**src/rtl/pfg_pkg.sv**
```systemverilog
package pfg_pkg;
  typedef enum logic [1:0] {
    PW_RUN     = 2'd0,
    PW_DRAIN   = 2'd1,
    PW_OFF     = 2'd2,
    PW_RECOVER = 2'd3
  } pw_state_e;
endpackage

```
**src/rtl/pfg_supply_sync.sv**
```systemverilog
module pfg_supply_sync #(
  parameter int STAGES = 2
) (
  input  logic clk,
  input  logic rst_n,
  input  logic din,
  output logic dout
);
  logic [STAGES-1:0] sh_q;
  logic [STAGES-1:0] sh_d;

  generate
    if (STAGES == 1) begin : g_single
      always_comb sh_d = din;
    end else begin : g_chain
      always_comb sh_d = {sh_q[STAGES-2:0], din};
    end
  endgenerate

  always_ff @(posedge clk or negedge rst_n) begin
    if (!rst_n) sh_q <= '0;
    else        sh_q <= sh_d;
  end

  assign dout = sh_q[STAGES-1];
endmodule

```
**src/rtl/pfg_power_fsm.sv**
```systemverilog
module pfg_power_fsm
  import pfg_pkg::*;
#(
  parameter int DRAIN_LIMIT    = 64,
  parameter int RECOVER_CYCLES = 4096
) (
  input  logic      clk,
  input  logic      rst_n,
  input  logic      sup_ok,
  input  logic      busy,
  output pw_state_e state_q,
  output pw_state_e state_nxt,
  output logic      abort,
  output logic      ien_clr
);
  localparam int DCW = $clog2(DRAIN_LIMIT) + 1;
  localparam int RCW = $clog2(RECOVER_CYCLES) + 1;
  localparam logic [DCW-1:0] D_LAST = DCW'(DRAIN_LIMIT - 1);
  localparam logic [RCW-1:0] R_LOAD = RCW'(RECOVER_CYCLES - 1);

  logic [DCW-1:0] dcnt_q, dcnt_d;
  logic [RCW-1:0] rcnt_q, rcnt_d;
  logic           dcnt_en, rcnt_en;
  logic           ien_clr_d;
  logic           ien_clr_q;

  // next-state logic
  always_comb begin
    state_nxt = state_q;
    abort     = 1'b0;
    unique case (state_q)
      PW_RUN: begin
        if (!sup_ok) state_nxt = busy ? PW_DRAIN : PW_OFF;
      end
      PW_DRAIN: begin
        if (!busy) begin
          state_nxt = PW_OFF;
        end else if (dcnt_q == D_LAST) begin
          state_nxt = PW_OFF;
          abort     = 1'b1;
        end
      end
      PW_OFF: begin
        if (sup_ok) state_nxt = PW_RECOVER;
      end
      PW_RECOVER: begin
        if (!sup_ok)              state_nxt = busy ? PW_DRAIN : PW_OFF;
        else if (rcnt_q == '0)    state_nxt = PW_RUN;
      end
      default: state_nxt = PW_OFF;
    endcase
  end

  // counter next values with explicit enables
  always_comb begin
    dcnt_en = 1'b0;
    dcnt_d  = dcnt_q;
    if (state_q != PW_DRAIN && state_nxt == PW_DRAIN) begin
      dcnt_en = 1'b1;
      dcnt_d  = '0;
    end else if (state_q == PW_DRAIN && state_nxt == PW_DRAIN) begin
      dcnt_en = 1'b1;
      dcnt_d  = dcnt_q + 1'b1;
    end

    rcnt_en = 1'b0;
    rcnt_d  = rcnt_q;
    if (state_q == PW_OFF && state_nxt == PW_RECOVER) begin
      rcnt_en = 1'b1;
      rcnt_d  = R_LOAD;
    end else if (state_q == PW_RECOVER && rcnt_q != '0) begin
      rcnt_en = 1'b1;
      rcnt_d  = rcnt_q - 1'b1;
    end

    ien_clr_d = (state_q == PW_OFF) && (state_nxt == PW_RECOVER);
  end

  always_ff @(posedge clk or negedge rst_n) begin
    if (!rst_n) begin
      state_q   <= PW_OFF;
      dcnt_q    <= '0;
      rcnt_q    <= '0;
      ien_clr_q <= 1'b0;
    end else begin
      state_q   <= state_nxt;
      ien_clr_q <= ien_clr_d;
      if (dcnt_en) dcnt_q <= dcnt_d;
      if (rcnt_en) rcnt_q <= rcnt_d;
    end
  end

  assign ien_clr = ien_clr_q;

  // the drain window never outlives its limit
  assert_drain_bounded_R6: assert property (@(posedge clk) disable iff (!rst_n)
    (state_q == PW_DRAIN) |-> (dcnt_q <= D_LAST));

  // normal operation is entered only from itself or from recovery
  assert_run_via_recover_R7: assert property (@(posedge clk) disable iff (!rst_n)
    (state_q == PW_RUN) |-> ($past(state_q) == PW_RUN || $past(state_q) == PW_RECOVER));

  // the clear pulse follows the deselected state and lasts one cycle
  assert_ien_after_off_R8: assert property (@(posedge clk) disable iff (!rst_n)
    ien_clr |-> ($past(state_q) == PW_OFF && state_q == PW_RECOVER));
  assert_ien_single_R8: assert property (@(posedge clk) disable iff (!rst_n)
    ien_clr |=> !ien_clr);
endmodule

```
**src/rtl/pfg_access_track.sv**
```systemverilog
module pfg_access_track
  import pfg_pkg::*;
#(
  parameter int ADDR_W = 19,
  parameter int DATA_W = 8
) (
  input  logic              clk,
  input  logic              rst_n,
  input  logic              ce_n,
  input  logic              we_n,
  input  logic              oe_n,
  input  logic [ADDR_W-1:0] addr,
  input  logic [DATA_W-1:0] wdata,
  input  pw_state_e         state_q,
  input  pw_state_e         state_nxt,
  input  logic              abort,
  output logic              busy,
  output logic              wr_stb,
  output logic              rd_en,
  output logic              dq_en,
  output logic [ADDR_W-1:0] arr_addr,
  output logic [DATA_W-1:0] arr_wdata
);
  logic              wr_req, rd_req;
  logic              wr_req_q, rd_req_q;
  logic              wr_live_q, wr_live_d;
  logic              rd_live_q, rd_live_d;
  logic              wr_ok_nxt, rd_ok_nxt;
  logic              cap_en;
  logic [ADDR_W-1:0] cap_addr_q;
  logic [DATA_W-1:0] cap_data_q;

  assign wr_req    = !ce_n && !we_n;
  assign rd_req    = !ce_n && !oe_n;
  assign wr_ok_nxt = (state_nxt == PW_RUN);
  assign rd_ok_nxt = (state_nxt == PW_RUN) || (state_nxt == PW_RECOVER);

  always_comb begin
    if (state_nxt == PW_OFF)  wr_live_d = 1'b0;
    else if (wr_live_q)       wr_live_d = wr_req;
    else                      wr_live_d = wr_req && !wr_req_q && wr_ok_nxt;

    if (state_nxt == PW_OFF)  rd_live_d = 1'b0;
    else if (rd_live_q)       rd_live_d = rd_req;
    else                      rd_live_d = rd_req && !rd_req_q && rd_ok_nxt;

    cap_en = wr_req;
  end

  always_ff @(posedge clk or negedge rst_n) begin
    if (!rst_n) begin
      wr_req_q   <= 1'b0;
      rd_req_q   <= 1'b0;
      wr_live_q  <= 1'b0;
      rd_live_q  <= 1'b0;
      cap_addr_q <= '0;
      cap_data_q <= '0;
    end else begin
      wr_req_q  <= wr_req;
      rd_req_q  <= rd_req;
      wr_live_q <= wr_live_d;
      rd_live_q <= rd_live_d;
      if (cap_en) begin
        cap_addr_q <= addr;
        cap_data_q <= wdata;
      end
    end
  end

  assign busy      = (wr_live_q && wr_req) || (rd_live_q && rd_req);
  assign wr_stb    = wr_live_q && !wr_req;
  assign rd_en     = rd_live_q && rd_req;
  assign dq_en     = rd_live_q && rd_req && we_n;
  assign arr_addr  = wr_live_q ? cap_addr_q : addr;
  assign arr_wdata = cap_data_q;

  // a commit always follows a clock with a genuine write request
  assert_stb_after_req_R3: assert property (@(posedge clk) disable iff (!rst_n)
    wr_stb |-> $past(!ce_n && !we_n));

  // no commit while protection holds new writes off
  assert_no_stb_protected_R7: assert property (@(posedge clk) disable iff (!rst_n)
    wr_stb |-> (state_q == PW_RUN || state_q == PW_DRAIN));

  // an aborted access is never committed afterwards
  assert_abort_no_commit_R6: assert property (@(posedge clk) disable iff (!rst_n)
    abort |=> !wr_stb);

  // data drivers off whenever write enable is low
  assert_dq_off_on_we_R2: assert property (@(posedge clk) disable iff (!rst_n)
    !we_n |-> !dq_en);
endmodule

```
**src/rtl/pfg_bus_gate.sv**
```systemverilog
module pfg_bus_gate
  import pfg_pkg::*;
#(
  parameter int ADDR_W         = 19,
  parameter int DATA_W         = 8,
  parameter int SYNC_STAGES    = 2,
  parameter int DRAIN_LIMIT    = 64,
  parameter int RECOVER_CYCLES = 4096
) (
  input  logic              clk,
  input  logic              rst_n,
  input  logic              bus_ce_n,
  input  logic              bus_we_n,
  input  logic              bus_oe_n,
  input  logic [ADDR_W-1:0] bus_addr,
  input  logic [DATA_W-1:0] bus_wdata,
  input  logic              supply_ok,
  output logic [ADDR_W-1:0] mem_addr,
  output logic [DATA_W-1:0] mem_wdata,
  output logic              mem_wr_stb,
  output logic              mem_rd_en,
  output logic              dq_drive_en,
  output logic              wr_protect,
  output logic              bus_blocked,
  output logic              ien_clr,
  output logic              xfer_abort
);
  logic      sup_ok_s;
  logic      busy;
  pw_state_e state_q;
  pw_state_e state_nxt;

  pfg_supply_sync #(.STAGES(SYNC_STAGES)) sync_i (
    .clk   (clk),
    .rst_n (rst_n),
    .din   (supply_ok),
    .dout  (sup_ok_s)
  );

  pfg_power_fsm #(
    .DRAIN_LIMIT    (DRAIN_LIMIT),
    .RECOVER_CYCLES (RECOVER_CYCLES)
  ) fsm_i (
    .clk       (clk),
    .rst_n     (rst_n),
    .sup_ok    (sup_ok_s),
    .busy      (busy),
    .state_q   (state_q),
    .state_nxt (state_nxt),
    .abort     (xfer_abort),
    .ien_clr   (ien_clr)
  );

  pfg_access_track #(.ADDR_W(ADDR_W), .DATA_W(DATA_W)) trk_i (
    .clk       (clk),
    .rst_n     (rst_n),
    .ce_n      (bus_ce_n),
    .we_n      (bus_we_n),
    .oe_n      (bus_oe_n),
    .addr      (bus_addr),
    .wdata     (bus_wdata),
    .state_q   (state_q),
    .state_nxt (state_nxt),
    .abort     (xfer_abort),
    .busy      (busy),
    .wr_stb    (mem_wr_stb),
    .rd_en     (mem_rd_en),
    .dq_en     (dq_drive_en),
    .arr_addr  (mem_addr),
    .arr_wdata (mem_wdata)
  );

  assign wr_protect  = (state_q != PW_RUN);
  assign bus_blocked = (state_q == PW_OFF);

  // a deselected gate keeps every array and driver output quiet
  assert_blocked_quiet_R5: assert property (@(posedge clk) disable iff (!rst_n)
    bus_blocked |-> (!mem_rd_en && !dq_drive_en && !mem_wr_stb));

  // deselection is never reached while a qualified access is still busy
  assert_no_cut_busy_R4: assert property (@(posedge clk) disable iff (!rst_n)
    (busy && !xfer_abort) |=> !bus_blocked);
endmodule

```
**config.mk**
```make
export PLATFORM = sky130hd
export DESIGN_NAME = pfg_bus_gate
export DESIGN_NICKNAME = d
export VERILOG_FILES = /design/src/rtl/pfg_pkg.sv /design/src/rtl/pfg_supply_sync.sv /design/src/rtl/pfg_power_fsm.sv /design/src/rtl/pfg_access_track.sv /design/src/rtl/pfg_bus_gate.sv
export SDC_FILE = /design/constraint.sdc
export NUM_CORES = 1
export LEC_CHECK = 0
export BUFFER_PORTS_ARGS = -buffer_cell sky130_fd_sc_hd__clkbuf_2
export CAP_MARGIN = 20
export CELL_PAD_IN_SITES_DETAIL_PLACEMENT = 1
export CELL_PAD_IN_SITES_GLOBAL_PLACEMENT = 2
export CORE_UTILIZATION = 36
export CTS_BUF_LIST = sky130_fd_sc_hd__clkbuf_8
export CTS_CLUSTER_SIZE = 28
export DETAILED_ROUTE_END_ITERATION = 6
export PLACE_DENSITY_LB_ADDON = 0.1
export SKIP_CTS_REPAIR_TIMING = 1
export SLEW_MARGIN = 20
export SYNTH_ARGS = -nofsm -noshare
export SYNTH_HDL_FRONTEND = slang
export SYNTH_HIERARCHICAL = 1
export SYNTH_SLANG_ARGS = --single-unit
```
**constraint.sdc**
```tcl
create_clock -name clk -period 2.7 [get_ports clk]
set_input_delay 0.27 -clock clk [delete_from_list [all_inputs] [get_ports clk]]
set_output_delay 0.27 -clock clk [all_outputs]
set_load 0.02 [all_outputs]
```
Yosys cells after proc, flatten, opt, wreduce, memory -nomap -nowiden
Index checks and enable logic that the tools add are counted.

Add/sub/neg operators: 2. Equality and inequality tests: 8. Mux-type cells: 24. Reduce and logical (&&, ||, !) cells: 31.

Operators with widths (count): 13-bit 2-to-1 mux (2); 19-bit 2-to-1 mux (1); 1-bit logical AND (14); 2-bit 2-to-1 mux (7); 7-bit 2-to-1 mux (2); 13-bit zero test (1); 13-bit nonzero test (1); 13-bit by 1-bit subtractor with 13-bit output (second input constant) (1); 1-bit 2-to-1 mux (11); 2-bit == test (second input constant) (4); 2-bit one-hot mux with 4 select lines (1); 7-bit by 1-bit adder with 7-bit output (second input constant) (1); 7-bit by 6-bit == test with 1-bit output (second input constant) (1); 1-bit zero test (6); 2-bit nonzero test (3); 2-bit by 1-bit == test with 1-bit output (second input constant) (2); 2-bit zero test (2); 2-bit AND reduction (2); 1-bit logical OR (2); 2-bit by 1-bit inequality test with 1-bit output (second input constant) (1).

Register bits: 56. Input port bits: 33.

Depth between registers and ports, before layout
Word-level depth: 12. Mapped depth: 10. Mapped depth without buffers: 10.

Modules after synthesis
Netlist, hierarchy kept.

By module, submodules not included: pfg_access_track (times used 1, cells each 100, area an instance 1483.9 um^2, seq. area each 775.7 um^2); pfg_power_fsm (times used 1, cells each 125, area an instance 1265.0 um^2, seq. area each 576.8 um^2); pfg_supply_sync (times used 1, cells each 2, area an instance 50.0 um^2, seq. area each 50.0 um^2); pfg_bus_gate (times used 1, cells each 2, area an instance 12.5 um^2, seq. area each 0.0 um^2).

Worst setup path before layout
Ideal clock, no wire load.

Path type: register to register. Start: reg fsm_i.rcnt_q[4]. End: reg trk_i.wr_live_q. Library setup time: 65 ps. Arrival: 1995 ps. Data required time: 2635 ps. Slack: 640 ps. Cell stages (with the launch flop): 7. Buffers on the path: 0. Cells stage by stage: dfrtp_1 > nor4_4 > nand4_2 > a311o_1 > ha_1 > nor3_1 > o21a_1.

Cells in the longest elaborated chain, start to end: 8. Elaborated cells on any way between the ends: 9. Classes of those cells: 1 x eq/ne; 5 x mux; 3 x reduce/logical.

RTL lines: from (decl) (RTL line pfg_power_fsm.sv:22) `logic [RCW-1:0] rcnt_q, rcnt_d;`; from (signal assigned) (RTL line pfg_power_fsm.sv:89) `if (rcnt_en) rcnt_q <= rcnt_d;`; 13-bit zero test * (RTL line pfg_power_fsm.sv:48) `else if (rcnt_q == '0) state_nxt = PW_RUN;`; 2-bit 2-to-1 mux * (RTL line pfg_power_fsm.sv:48); 2-bit 2-to-1 mux * (RTL line pfg_power_fsm.sv:47) `if (!sup_ok) state_nxt = busy ? PW_DRAIN : PW_OFF;`; 2-bit one-hot mux with 4 select lines * (RTL line pfg_power_fsm.sv:31) `unique case (state_q)`; net state_nxt[1] (RTL line pfg_bus_gate.sv:31) `pw_state_e state_nxt;`; 2-bit zero test (RTL line pfg_access_track.sv:35) `assign wr_ok_nxt = (state_nxt == PW_RUN);`; 1-bit logical AND (RTL line pfg_access_track.sv:41) `else wr_live_d = wr_req && !wr_req_q && wr_ok_nxt;`; 1-bit 2-to-1 mux (RTL line pfg_access_track.sv:40) `else if (wr_live_q) wr_live_d = wr_req;`; 1-bit 2-to-1 mux * (RTL line pfg_access_track.sv:39) `if (state_nxt == PW_OFF) wr_live_d = 1'b0;`; net trk_i.wr_live_d (RTL line pfg_access_track.sv:26) `logic wr_live_q, wr_live_d;`; to (signal assigned) (RTL line pfg_access_track.sv:61) `wr_live_q <= wr_live_d;`; to (decl) (RTL line pfg_access_track.sv:26).

Mark *: on every way through the listed nets, which the timed path passes. The rest lies on a longest branch. A chain may end at the register's enable or synchronous reset.

Worst setup path in the final report
Start: reg fsm_i.rcnt_q[0]. End: reg trk_i.wr_live_q.

Same word-level chain as after synthesis.

==> results.toml <==
[status]
status = "finished with violations"
violations = "negative hold slack"

[floorplanning]
io_pins = 67
die_x_um = 90.4
die-area_um2 = 8170
die_h_um = 90.4
rows = 31
coreArea_um2 = 7410
initial_core_util_pct = 37.9

[synthesis]
ys.flop_type = "dfrtp_1"
synth_edf_count = 0
ys_types = 46
ys_ff_latch = 56
synth.cell_area_um2 = 2810
async_flop_share_pct = 100
avgSynthCellArea_um2 = 12.3
ys_seq_area_share_pct = 49.9
ys.warnings.count = 6
synthCells = 229
synth_nets = 266

[global_routing]
grt_use_total_pct = 16.6
grt_pass1_vias = 2161
antenna_found_initial = 0
overflow = 0
grt_max_degree = 33
grt_pass1_wl_um = 10800

[pwr]
powerDensity_nw_per_um2 = 529
peakVddDrop_uv = 252
leakage_uw = 0.00154
total_power_uw = 1790

[clock_tree]
cts.sinks = 56
clkTransAtPathRegs_ps = 100
clk_path_buf_depth = 2
cts_max_level = 2
cts_buffers = 5
cts_tree = "done"
root_buffer = "clkbuf_8"
clkLatencyLatePin_ps = 310

[drt]
routedWlPerCell_um = 15.4
first_iter_violations = 96
viasPerCell = 5.10
routed_wl_um = 6220
drc = 0
final_antenna_net_count = 0
num_vias = 2055
drtPass1Iterations = 4

[timing]
tightest_slew_ps = 679
setup-violations-final = 0
hold_violations = 24
hold_ws_ps = -26.4
timing.final.crit_share_pct = 83.7
fin_tns_setup_ps = 0
rsz0062_at_grt = "no"
final.setup.worst_slack_ps = 441
fmax_mhz = 443
fin_crit_ps = 2260
slew_headroom_pct = 54.7
skew_ps = 7.84
drv_slew = 0

[layout]
n_antenna_cell = 0
nNetsFinal = 340
area_delta_synth_final_pct = 20.5
layout-drive-gt1-share_pct = 45.1

[critical_path]
crit_path_max_incr_delay_ps = 460
ff2ff_path_depth = 8
cp.arrival_ps = 2520
path_depth = 8
crit_required_ps = 2960
path_class = "reg -> reg"
path_buf_inv = 1
cpLargestDelayFamily = "simple AND/OR/NAND/NOR gates"
crit_chain = "inv_1 -> ha_1 -> nor3b_1 -> nand4_2 -> a311o_1 -> ha_1 -> nor3_1 -> o21a_1"
r2r-start = "fsm_i/rcnt_q[0]$_DFFE_PN0P_"
worstSetupStartpointType = "flop"
crit_top_cell = "ha_1"
endpoint_kind = "flop"
crit_start = "fsm_i/rcnt_q[0]$_DFFE_PN0P_"
crit_path_top_delay_cell = "a311o_1"
crit_fanout = 7

[place]
dpl_worst_slack_ps = 440
dp.final_hpwl_um = 4650
place_congestion = 0.708
numPortBuffers = 66

[job]
maxCapViolations = 0

[hold_path]
hold_class = "in -> async"
[kinds of logic after synthesis]
family | synth area share [%]
AO/OA/AOI/OAI | 9.61
adder cells (fa/ha/maj) | 1.78
buffers and inverters | 2.58
flip-flops | 49.9
multiplexers | 20.9
AND/OR/NAND/NOR | 15.3
[Yosys cell counts (2+ instances only)]
cell type,instances,area share (%)
and2_1,3,0.67
a21oi_1,7,1.2
o21ai_0,3,0.53
nor4_4,2,1.5
nor3_1,12,2.1
o2bb2ai_1,2,0.62
nand2_1,9,1.2
nand3_1,5,0.89
buf_6,2,0.80
nand2b_1,3,0.67
o211ai_1,2,0.53
dfrtp_1,55,49
a22o_1,3,0.93
nand4_2,2,0.89
or3_1,2,0.44
mux2i_1,2,0.71
a31oi_1,6,1.3
nor2b_1,5,1.1
nor3b_1,2,0.53
o21a_1,2,0.53
and4_1,4,1.2
a311oi_1,4,1.2
buf_2,4,0.71
inv_1,8,1.1
o21ai_1,3,0.53
ha_1,4,1.8
or4_1,2,0.53
mux2_2,37,15
nor2_1,8,1.1
mux2_4,10,5.3
[worst reg2reg max path, stage by stage, from the launching register on]
cell and delay [ps]:
dfrtp_1 430, inv_1 70, ha_1 210, nor3b_1 240, nand4_2 230, a311o_1 460, ha_1 230, nor3_1 190
o21a_1 140
[metal layers]
| metal | routed length, µm | vias to the layer above | track usage, % | part of all wire [%] |
|---|---|---|---|---|
| met2 | 2810 | 50 | 25.5 | 45 |
| met5 | 0 | - | 0 | 0 |
| met3 | 409 | 4 | 5.72 | 6.6 |
| met1 | 2940 | 1001 | 22.3 | 47 |
| met4 | 57 | 0 | 4.03 | 0.92 |
| li1 | - | 1000 | - | - |
[flip-flops by register name, summed over array words and instances (netlist names)]
signal and cells:
trk_i/wr_live_q 1, fsm_i/ien_clr 1, trk_i/cap_addr_q 19, fsm_i/dcnt_q 7, sync_i/sh_q 2, trk_i/rd_req_q 1, trk_i/wr_req_q 1, trk_i/arr_wdata 8
fsm_i/rcnt_q 13, fsm_i/state_q 2, trk_i/rd_live_q 1
[report_power, final]
part / total, µW / internal [µW] / switching, µW
registers: 977 / 920 / 57.2
clock network: 502 / 231 / 271
logic: 315 / 154 / 161
[cells in the final DEF (no fill, tap or decap), drive strengths merged, types with 2 or more instances in the layout]
master,n
a21oi,7
a22o,3
a311oi,4
a31oi,6
and2,3
and4,4
buf,7
clkbuf,73
dfrtp,55
ha,4
inv,9
mux2,47
mux2i,2
nand2,9
nand2b,3
nand3,5
nand4,2
nor2,9
nor2b,5
nor3,13
nor3b,2
nor4,2
o211ai,2
o21a,2
o21ai,7
o2bb2ai,2
or2,2
or3,2
or4,3
[stage by stage]
| step | instance area, µm² | std cells | utilization (%) | hold slack, ps |
|---|---|---|---|---|
| floorplan | 2810 | 229 | - | -25.6 |
| global placement | 3290 | 395 | 44.4 | 335 |
| detailed placement | 3290 | 395 | 44.4 | 338 |
| CTS | 3390 | 403 | 45.7 | -8.53 |
| global route | 3390 | 403 | 45.7 | 18.4 |
| finish | 3390 | 403 | 45.7 | -26.4 |
[cell type report]
class | instances | area [µm²]
clock inverters | 1 | 3.75
fillers | 834 | 4020
multi-input cells | 159 | 1340
well taps | 99 | 124
inverters | 8 | 30.0
clock buffers | 7 | 96.3
flip-flops and latches | 56 | 1400
repair buffers | 73 | 395
[final timing paths]
| path | to | slack (ps) |
|---|---|---|
| worst max-delay path | trk_i/wr_live_q$_DFF_PN0_ | 440 |
| worst min-delay path | fsm_i/rcnt_q[7]$_DFFE_PN0P_ | -30 |
| worst max register to register | trk_i/wr_live_q$_DFF_PN0_ | 440 |
| worst min register to register | sync_i/sh_q[1]$_DFF_PN0_ | 350 |
| max in group asynchronous | fsm_i/state_q[1]$_DFF_PN1_ | 2050 |
| min in group clk | sync_i/sh_q[0]$_DFF_PN0_ | 60 |
No activity file was read; power rests on OpenSTA's default activity.
